--- src/rtl/mtimer_pkg.sv ---
package mtimer_pkg;

   typedef enum logic [1:0] {
      CLR_NONE  = 2'b00,
      CLR_ON_A  = 2'b01,
      CLR_ON_B  = 2'b10,
      CLR_GROUP = 2'b11
   } clr_sel_e;

   typedef struct packed {
      logic     grp_mbr;
      logic     pwm_en;
      logic     b_capt;
      logic     a_capt;
      logic     ev_clk;
      clr_sel_e clr_sel;
   } tmr_ctrl_t;

   localparam int CTRL_W = $bits(tmr_ctrl_t);

   localparam logic [1:0] REG_CTRL = 2'd0;
   localparam logic [1:0] REG_CNT  = 2'd1;
   localparam logic [1:0] REG_GRA  = 2'd2;
   localparam logic [1:0] REG_GRB  = 2'd3;

endpackage

--- src/rtl/mtimer_edge.sv ---
module mtimer_edge #(
   parameter int STAGES = 2
) (
   input  logic clk,
   input  logic rst_n,
   input  logic din,
   output logic rise
);
   if (STAGES < 2) begin : g_bad_stages
      $error("mtimer_edge: STAGES must be at least 2");
   end

   logic [STAGES:0] shift_q;

   always_ff @(posedge clk or negedge rst_n) begin
      if (!rst_n) shift_q <= '0;
      else        shift_q <= {shift_q[STAGES-1:0], din};
   end

   assign rise = shift_q[STAGES-1] & ~shift_q[STAGES];
endmodule

--- src/rtl/mtimer_channel.sv ---
module mtimer_channel
   import mtimer_pkg::*;
#(
   parameter int CW = 16
) (
   input  logic          clk,
   input  logic          rst_n,
   input  logic          ctrl_we,
   input  logic          gra_we,
   input  logic          grb_we,
   input  logic          cnt_load,
   input  logic [CW-1:0] wdata,
   input  logic          ev_tick,
   input  logic          cap_a_ev,
   input  logic          cap_b_ev,
   input  logic          grp_clr,
   output tmr_ctrl_t     ctrl,
   output logic [CW-1:0] cnt,
   output logic [CW-1:0] gra,
   output logic [CW-1:0] grb,
   output logic          clr_req,
   output logic          pwm
);
   if (CW < CTRL_W) begin : g_bad_cw
      $error("mtimer_channel: CW narrower than control register");
   end

   tmr_ctrl_t     ctrl_q;
   logic [CW-1:0] cnt_q, gra_q, grb_q;
   logic          pwm_q;
   logic          tick, a_cmp, b_cmp, hit_a, hit_b, clr_now;

   assign tick   = ctrl_q.ev_clk ? ev_tick : 1'b1;
   assign a_cmp  = ctrl_q.pwm_en | ~ctrl_q.a_capt;
   assign b_cmp  = ctrl_q.pwm_en | ~ctrl_q.b_capt;
   assign hit_a  = tick & a_cmp & (cnt_q == gra_q);
   assign hit_b  = tick & b_cmp & (cnt_q == grb_q);

   assign clr_req = ((ctrl_q.clr_sel == CLR_ON_A) & hit_a) |
                    ((ctrl_q.clr_sel == CLR_ON_B) & hit_b);
   assign clr_now = clr_req | ((ctrl_q.clr_sel == CLR_GROUP) & grp_clr);

   always_ff @(posedge clk or negedge rst_n) begin
      if (!rst_n) begin
         ctrl_q <= '0;
      end else if (ctrl_we) begin
         ctrl_q <= tmr_ctrl_t'(wdata[CTRL_W-1:0]);
      end
   end

   always_ff @(posedge clk or negedge rst_n) begin
      if (!rst_n)        cnt_q <= '0;
      else if (cnt_load) cnt_q <= wdata;
      else if (clr_now)  cnt_q <= '0;
      else if (tick)     cnt_q <= cnt_q + 1'b1;
   end

   always_ff @(posedge clk or negedge rst_n) begin
      if (!rst_n)                     gra_q <= '1;
      else if (gra_we)                gra_q <= wdata;
      else if (!a_cmp && cap_a_ev)    gra_q <= cnt_q;
   end

   always_ff @(posedge clk or negedge rst_n) begin
      if (!rst_n)                     grb_q <= '1;
      else if (grb_we)                grb_q <= wdata;
      else if (!b_cmp && cap_b_ev)    grb_q <= cnt_q;
   end

   always_ff @(posedge clk or negedge rst_n) begin
      if (!rst_n)              pwm_q <= 1'b0;
      else if (!ctrl_q.pwm_en) pwm_q <= 1'b0;
      else if (hit_b)          pwm_q <= 1'b0;
      else if (hit_a)          pwm_q <= 1'b1;
   end

   assign ctrl = ctrl_q;
   assign cnt  = cnt_q;
   assign gra  = gra_q;
   assign grb  = grb_q;
   assign pwm  = pwm_q;


   clr_zero_chk: assert property (@(posedge clk) disable iff (!rst_n)
      (clr_req && !cnt_load) |=> (cnt_q == '0));


   evt_hold_chk: assert property (@(posedge clk) disable iff (!rst_n)
      (ctrl_q.ev_clk && !ev_tick && !cnt_load && !clr_now) |=> $stable(cnt_q));


   cap_a_chk: assert property (@(posedge clk) disable iff (!rst_n)
      (!a_cmp && cap_a_ev && !gra_we) |=> (gra_q == $past(cnt_q)));


   pwm_low_wins_chk: assert property (@(posedge clk) disable iff (!rst_n)
      (ctrl_q.pwm_en && hit_b) |=> !pwm_q);


   pwm_idle_chk: assert property (@(posedge clk) disable iff (!rst_n)
      !ctrl_q.pwm_en |=> !pwm_q);
endmodule

--- src/rtl/mtimer_group.sv ---
module mtimer_group
   import mtimer_pkg::*;
#(
   parameter int NCH         = 3,
   parameter int CW          = 16,
   parameter int SYNC_STAGES = 2,
   localparam int CHW        = (NCH > 1) ? $clog2(NCH) : 1
) (
   input  logic           clk,
   input  logic           rst_n,
   input  logic           wr_en,
   input  logic [CHW-1:0] wr_ch,
   input  logic [1:0]     wr_reg,
   input  logic [CW-1:0]  wr_data,
   input  logic [CHW-1:0] rd_ch,
   input  logic [1:0]     rd_reg,
   output logic [CW-1:0]  rd_data,
   input  logic [NCH-1:0] cap_a_in,
   input  logic [NCH-1:0] cap_b_in,
   input  logic           ev_in,
   output logic [NCH-1:0] pwm_out
);
   if (NCH < 2) begin : g_bad_nch
      $error("mtimer_group: NCH must be at least 2");
   end
   if (CW < CTRL_W) begin : g_bad_cw
      $error("mtimer_group: CW narrower than control register");
   end

   tmr_ctrl_t     ctrl_v [NCH];
   logic [CW-1:0] cnt_v  [NCH];
   logic [CW-1:0] gra_v  [NCH];
   logic [CW-1:0] grb_v  [NCH];
   logic [NCH-1:0] member, clr_req_v;
   logic          ev_tick, wr_grp, grp_clr;

   mtimer_edge #(.STAGES(SYNC_STAGES)) u_ev_edge (
      .clk(clk), .rst_n(rst_n), .din(ev_in), .rise(ev_tick));

   always_comb begin
      wr_grp = 1'b0;
      for (int j = 0; j < NCH; j++) begin
         if (wr_ch == CHW'(j) && member[j]) wr_grp = 1'b1;
      end
   end

   assign grp_clr = |(clr_req_v & member);

   for (genvar i = 0; i < NCH; i++) begin : g_ch
      logic sel_me, cap_a_ev, cap_b_ev;
      assign sel_me = wr_en && (wr_ch == CHW'(i));

      mtimer_edge #(.STAGES(SYNC_STAGES)) u_cap_a (
         .clk(clk), .rst_n(rst_n), .din(cap_a_in[i]), .rise(cap_a_ev));
      mtimer_edge #(.STAGES(SYNC_STAGES)) u_cap_b (
         .clk(clk), .rst_n(rst_n), .din(cap_b_in[i]), .rise(cap_b_ev));

      mtimer_channel #(.CW(CW)) u_ch (
         .clk      (clk),
         .rst_n    (rst_n),
         .ctrl_we  (sel_me && wr_reg == REG_CTRL),
         .gra_we   (sel_me && wr_reg == REG_GRA),
         .grb_we   (sel_me && wr_reg == REG_GRB),
         .cnt_load (wr_en && wr_reg == REG_CNT &&
                    ((wr_ch == CHW'(i)) || (wr_grp && member[i]))),
         .wdata    (wr_data),
         .ev_tick  (ev_tick),
         .cap_a_ev (cap_a_ev),
         .cap_b_ev (cap_b_ev),
         .grp_clr  (grp_clr && member[i]),
         .ctrl     (ctrl_v[i]),
         .cnt      (cnt_v[i]),
         .gra      (gra_v[i]),
         .grb      (grb_v[i]),
         .clr_req  (clr_req_v[i]),
         .pwm      (pwm_out[i])
      );

      assign member[i] = ctrl_v[i].grp_mbr;


      sync_load_chk: assert property (@(posedge clk) disable iff (!rst_n)
         (wr_en && wr_reg == REG_CNT && wr_grp && member[i])
            |=> (cnt_v[i] == $past(wr_data)));


      sync_clr_chk: assert property (@(posedge clk) disable iff (!rst_n)
         (grp_clr && member[i] && ctrl_v[i].clr_sel == CLR_GROUP &&
          !(wr_en && wr_reg == REG_CNT)) |=> (cnt_v[i] == '0));
   end

   always_comb begin
      rd_data = '0;
      for (int j = 0; j < NCH; j++) begin
         if (rd_ch == CHW'(j)) begin
            case (rd_reg)
               REG_CTRL: rd_data = CW'(ctrl_v[j]);
               REG_CNT:  rd_data = cnt_v[j];
               REG_GRA:  rd_data = gra_v[j];
               default:  rd_data = grb_v[j];
            endcase
         end
      end
   end
endmodule

--- config.mk ---
export PLATFORM = sky130hd
export DESIGN_NAME = mtimer_group
export DESIGN_NICKNAME = d
export VERILOG_FILES = /design/src/rtl/mtimer_pkg.sv /design/src/rtl/mtimer_edge.sv /design/src/rtl/mtimer_channel.sv /design/src/rtl/mtimer_group.sv
export SDC_FILE = /design/constraint.sdc
export NUM_CORES = 1
export LEC_CHECK = 0
export BUFFER_PORTS_ARGS = -buffer_cell sky130_fd_sc_hd__buf_2
export CAP_MARGIN = 20
export CORE_ASPECT_RATIO = 0.8
export CORE_UTILIZATION = 40
export CTS_CLUSTER_DIAMETER = 80
export CTS_CLUSTER_SIZE = 30
export DETAILED_ROUTE_END_ITERATION = 16
export HOLD_SLACK_MARGIN = 0.1
export SYNTH_ARGS = -nofsm -noshare
export SYNTH_HDL_FRONTEND = slang
export SYNTH_SLANG_ARGS = --single-unit
--- constraint.sdc ---
create_clock -name clk -period 3.5 [get_ports clk]
set_clock_uncertainty 0.05 [all_clocks]
set_input_delay 0.35 -clock clk [delete_from_list [all_inputs] [get_ports clk]]
set_output_delay 0.35 -clock clk [all_outputs]
set_load 0.05 [all_outputs]
==> metrics.txt, run 1 <==
Final setup violation count 0; met2 WL 16900 um; First DRT Iteration DRCs 846; Slowest-stage cell, CP a2111oi_0; antenna violation net count after detailed routing 0; syn_nets 1326; Layout Nets 1302; total global-route track usage 25.9%; cell taking the most area after synthesis dfstp_2; Internal 6.20 mW; min-delay src wr_data[13]; final wirelength 40100 um; status finished, final reports clean; Die H 159 um; Worst-Margin Slew 0.809 ns; Max Cap Viol 0; Pleak 5.32 nW; drt first pass iters 5; Placer Congestion 0.942; RSZ-0062 raised after global routing false; Post-synth top flop dfstp_2; vias in the first global route 9551; max-slew violation count 0; CP Launch Type flop; hold crit path type input pin to flop; Setup crit end kind flop; Max VDD drop 0.000459 V; Worst Path Max Fanout 30; post-detailed-route wirelength per cell 23.7 um; FFs w/ async S/R, synth 100%; Die X 198 um; CORE AREA 0.0303 mm2; Resized Gates After CTS 0; Tmin final 3.08 ns; metal1 wirelength 19100 um; routed vias 10200; Fillers 2911; Warnings, synthesis 0; Starting Density 40.6%; largest cells by area after synthesis dfstp_2 21%, dfrtp_1 19%, mux2i_1 8.6%; critical path type flop to flop; combinational power share 34.7%; Distinct cells, synth 72; CP bufs+invs 1; Setup TNS 0 ns; Psw 3.89 mW; switching share of power 38.6%; Worst Setup SP u_ev_edge.shift_q[2]; share of post-route cells with drive strength above 1 24.6%; clock root buffer clkbuf_16; Finished Core Util 44.8%; Hold Vio Cnt, Final 0; CP Cell Sequence nand2b_1 > a2111oi_0 > nand3_1 > a2111oi_2 > a31o_2 > a32o_1 > buf_4 > nor4_1 > a211oi_1; cell family with most CP delay compound AO/OA/AOI/OAI gates; PwrDens 743 mW/mm2; Via-to-Cell Ratio 6.01; hpwl dp 27500 um; antenna violations before repair 0; drt drc 0; # clock sinks 189; number of placed I/O pins 53; largest net degree at the start of global routing 66; Reg power frac 44.2%; FP Rows 57; Clock Latency Late Sink 0.46 ns; TritonCTS Buffers 17; top cells by instance count after synthesis 157 x nand2_1, 106 x mux2i_1, 99 x o21ai_0; Mean Syn Cell Area 9.54 um2; number of synthesized flops with an enable pin 0; clock tree buffer depth 2; synthesized area 0.0123 mm2; Yosys top cell area share 20.5%; # port buffers 52; count leader, synth nand2_1; WP data arrival 3.40 ns; Layout area overhead 10.4%; first-pass GRT wire length 60700 um; Top Metal Used met4; Synth Register Bits 189; Reg-to-Reg Start u_ev_edge.shift_q[2]; Die Area 0.0314 mm2; CTS clock-pin slew for the worst setup and hold paths 0.07 ns; H-Tree Depth 4; Max Clock Freq 325 MHz; Max-slew headroom 45.9%; data required time of the worst path 3.82 ns; period utilisation layout 88.0%; max incr delay on CP 0.59 ns; grt ovf 0; CTS tree built; sequential fraction of the synthesis area 39.4%; Clk network pwr share 21.1%; # diodes 0; cell count after synthesis 1289; wire length on met3 3170 um
## what timing repair did
| item | 4_1_cts | 5_1_grt |
|---|---|---|
| endpoints found under the hold margin | 43 | 0 |
| setup buffers | 0 | 0 |
| hold buffers | 8 | 0 |
## metal layers
metal	track usage (%)	vias to the layer above
met4	8.42	0
met5	0	-
met1	39.0	5128
met3	6.14	53
met2	36.1	360
li1	-	4622
## cells in the final DEF, fill, tap and decap left out, types with 10 or more instances in the layout
| cell type | netlist | routed |
|---|---|---|
| buf_4 | 17 | 43 |
| nand4_1 | 12 | 12 |
| and3_1 | 26 | 26 |
| dfrtp_1 | 93 | 93 |
| nand2_1 | 157 | 157 |
| a211oi_1 | 19 | 19 |
| xnor2_1 | 44 | 44 |
| a2bb2oi_1 | 10 | 10 |
| a21oi_1 | 43 | 42 |
| o21ai_0 | 99 | 99 |
| nor2_1 | 49 | 44 |
| nand3_1 | 19 | 19 |
| mux2i_1 | 106 | 106 |
| clkbuf_16 | 0 | 17 |
| buf_2 | 17 | 51 |
| inv_1 | 19 | 19 |
| mux2_2 | 48 | 48 |
| nor4_1 | 26 | 26 |
| a22oi_1 | 15 | 15 |
| nor3_1 | 22 | 21 |
| dfstp_2 | 96 | 96 |
| a221oi_1 | 24 | 24 |
| xor2_1 | 57 | 57 |
| mux4_2 | 19 | 19 |
## metrics by stage
| step | instances | worst slack [ns] | hold slack, ns | instance area, um2 | power (mW) |
|---|---|---|---|---|---|
| CTS | 1690 | 0.514 | 0.199 | 13600 | 10.1 |
| global route | 1691 | 0.215 | 0.220 | 13600 | 10.6 |
| global placement | 1650 | 0.633 | 0.282 | 12900 | 7.82 |
| detailed placement | 1650 | 0.544 | 0.286 | 12900 | 7.89 |
| finish | 1691 | 0.420 | 0.229 | 13600 | 10.1 |
| floorplan | 1289 | 0.131 | 0.00441 | 12300 | 6.79 |
## worst reg2reg max path: stages (launching register included)
cell and delay [ns]:
dfrtp_1 0.36, nand2b_1 0.32, a2111oi_0 0.59, nand3_1 0.18, a2111oi_2 0.41, a31o_2 0.28, a32o_1 0.14, buf_4 0.31
nor4_1 0.10, a211oi_1 0.24
## path summary, 6_finish.rpt
path                                                   end  slack [ns]  cells past startpoint
worst max register to register         g_ch[1].u_ch.cnt[9]        0.42                      9
min in group asynchronous             u_ev_edge.shift_q[0]        0.38                      2
worst min-delay path                  g_ch[1].u_ch.grb[13]        0.23                      3
worst max-delay path                   g_ch[1].u_ch.cnt[9]        0.42                      9
max in group asynchronous              g_ch[1].u_ch.grb[2]        2.11                      3
worst min register to register  g_ch[1].u_cap_b.shift_q[1]        0.30                      0
## logic make-up after synthesis
family | share of synthesized area, %
simple gates | 13.9
fa+ha+maj | 0.305
compound gates | 16.4
buf+inv | 6.23
xor+xnor | 7.19
mux | 16.5
flops | 39.4
## registers in the layout, summed over array words and instances, names as in the netlist
| register | count |
|---|---|
| g_ch.u_ch.cnt | 48 |
| g_ch.u_ch.gra | 48 |
| g_ch.u_ch.grb | 48 |
| g_ch.u_ch.ctrl | 21 |
| g_ch.u_cap_a.shift_q | 9 |
| g_ch.u_cap_b.shift_q | 9 |
| g_ch.u_ch.pwm | 3 |
| u_ev_edge.shift_q | 3 |
## power groups by stage
| stage | combinational, mW | clock, mW | sequential (mW) |
|---|---|---|---|
| after floorplan | 3.00 | 0 | 3.79 |
| final | 3.50 | 2.13 | 4.46 |
| after CTS | 3.48 | 2.16 | 4.42 |
| after global placement | 3.40 | 0 | 4.41 |
| after detailed placement | 3.46 | 0 | 4.44 |
| after global routing | 3.81 | 2.24 | 4.55 |
## area by class of cell
cell class	count	area (um2)	area share (%)
Timing Repair Buffer	107	747	5.50
Multi-Input combinational cell	931	6760	49.8
Inverter	19	71.3	0.526
Clock buffer	19	433	3.19
Sequential cell	189	4850	35.7
Tap cell	413	517	3.81
Clock inverter	13	188	1.38
Power figures use the tool's default switching activity.
==> run 2, diff against run 1 <==
--- a/config.mk
+++ b/config.mk
@@ -8,11 +8,13 @@
 export BUFFER_PORTS_ARGS = -buffer_cell sky130_fd_sc_hd__buf_2
 export CAP_MARGIN = 20
 export CORE_ASPECT_RATIO = 0.8
-export CORE_UTILIZATION = 40
+export CORE_UTILIZATION = 63
 export CTS_CLUSTER_DIAMETER = 80
 export CTS_CLUSTER_SIZE = 30
 export DETAILED_ROUTE_END_ITERATION = 16
 export HOLD_SLACK_MARGIN = 0.1
+export PLACE_DENSITY = 0.81
+export RECOVER_POWER = 50
 export SYNTH_ARGS = -nofsm -noshare
 export SYNTH_HDL_FRONTEND = slang
 export SYNTH_SLANG_ARGS = --single-unit
==> run 2 against run 1 <==
- the flow now finishes with violations (capacitance limit, slew limit)
- clock power down 4%
- non-clock buffer count grew 1
- register-to-register slack got worse by 0.11 ns
- largest power group unchanged
==> metrics.txt, run 2 (synthesized netlist as in run 1, its figures left out) <==
Reg-to-Reg Start g_ch[1].u_ch.cnt[15]; # port buffers 52; Max VDD drop 0.000442 V; Max-slew headroom -73.5%; CTS clock-pin slew for the worst setup and hold paths 0.07 ns; min-delay src wr_data[13]; commonest cells after routing, fill and taps aside 157 x nand2_1, 106 x mux2i_1, 99 x o21ai_0; share of post-route cells with drive strength above 1 24.0%; R2R setup slack 0.31 ns; drt drc 0; antenna violation net count after detailed routing 0; Final setup violation count 0; Hold Path End g_ch[2].u_ch.grb[13]; clock tree buffer depth 2; number of placed I/O pins 53; violated checks capacitance limit, slew limit; # clock sinks 189; Setup TNS 0 ns; RSZ-0062 raised after global routing false; CTS tree built; PwrDens 749 mW/mm2; total global-route track usage 40.0%; Worst-Margin Slew 2.60 ns; Fillers 1477; Tmin final 3.19 ns; H-Tree Depth 4; hold crit path type input pin to flop; Clock Latency Late Sink 0.43 ns; post-detailed-route wirelength per cell 25.0 um; reg2reg path depth 8; period utilisation layout 91.1%; Worst Path Max Fanout 11; Area after DPL 0.0126 mm2; # diodes 0; M2 GR Usage 55.9%; hpwl dp 26000 um; postcts setup bufs 0; dpl ws 0.375 ns; met1 Track Usage GR 56.8%; antenna violations before repair 0; final wirelength 38400 um; grt ovf 0; Max Clock Freq 314 MHz; FP Rows 45; worst hold path depth 3; drt first pass iters 6; critical path type flop to flop; status finished with violations; WP data arrival 3.49 ns; Hold Slack 0.237 ns; Via-to-Cell Ratio 6.90; data required time of the worst path 3.80 ns; cell area after layout 0.0133 mm2; Die X 158 um; Starting Density 64.6%; Layout Nets 1303; CORE AREA 0.0190 mm2; Die H 127 um; Max Cap Viol 1; Placer Congestion 0.947; max-slew violation count 98; vias in the first global route 9929; first-pass GRT wire length 59200 um; TritonCTS Buffers 17; Die Area 0.0201 mm2; clock root buffer clkbuf_16; Final WS setup 0.312 ns; Layout area overhead 8.38%; endpoint of the worst register-to-register path g_ch[0].u_ch.cnt[0]; busiest grt layer met1; Hold Vio Cnt, Final 0; routed vias 10600; largest net degree at the start of global routing 98; First DRT Iteration DRCs 1439; Pleak 5.28 nW; CP Launch Type flop; commonest non-fill, non-tap cell in the layout nand2_1; Setup crit end kind flop; met3 usage in global routing 10.7%
-- run 2: worst max-delay path by stage --
stage / from / endpoint / slack (ns) / cells past startpoint
2_1_floorplan: rd_reg[1] / rd_data[14] / 0.13 / 6
3_3_place_gp: g_ch[0].u_ch.cnt[4] / g_ch[2].u_ch.cnt[15] / 0.44 / 9
3_5_place_dp: g_ch[0].u_ch.cnt[4] / g_ch[2].u_ch.cnt[12] / 0.37 / 9
4_1_cts: g_ch[0].u_ch.cnt[4] / g_ch[2].u_ch.cnt[12] / 0.35 / 9
5_1_grt: u_ev_edge.shift_q[2] / g_ch[0].u_ch.cnt[13] / 0.14 / 9
6_report: g_ch[1].u_ch.cnt[15] / g_ch[0].u_ch.cnt[0] / 0.31 / 8
-- run 2: metal layers --
metal,up-vias,wire length (um)
li1,4606,-
met1,5199,15500
met2,685,16200
met3,111,4790
met4,0,1890
met5,-,0
-- run 2: stage by stage --
step                      utilization (%)  std cells  power (mW)
final                                70.0       1537        9.98
after global routing                 70.0       1537        10.4
after CTS                            70.1       1536        9.89
after detailed placement             66.5       1496        7.79
after global placement               66.3       1495        7.67
after floorplan                         -       1289        6.79
-- run 2: repair_timing --
action	4_1_cts	5_1_grt
endpoints found under the hold margin	58	0
resized for setup	0	0
hold buffers	8	0
-- run 2: report_power, final --
group          switching, mW  internal (mW)
combinational           1.85           1.65
clock                  0.890           1.16
sequential              1.11           3.32
-- run 2: final cells by class --
class	instances	area (um2)	share of cell area [%]
multi-input combinational	931	6760	50.7
sequential	189	4850	36.4
timing repair buffer	108	714	5.36
clock buffer	21	450	3.38
tap	258	323	2.42
clock inverter	11	158	1.18
inverter	19	71.3	0.535
-- run 2: worst max-delay path: stages, from the launching register on --
cell	delay, ns
dfrtp_1	0.47
xor2_1	0.19
nor4_1	0.43
nand3_1	0.20
o32ai_2	0.58
nand3_1	0.16
nand3_1	0.39
or2_0	0.42
a2bb2oi_1	0.21
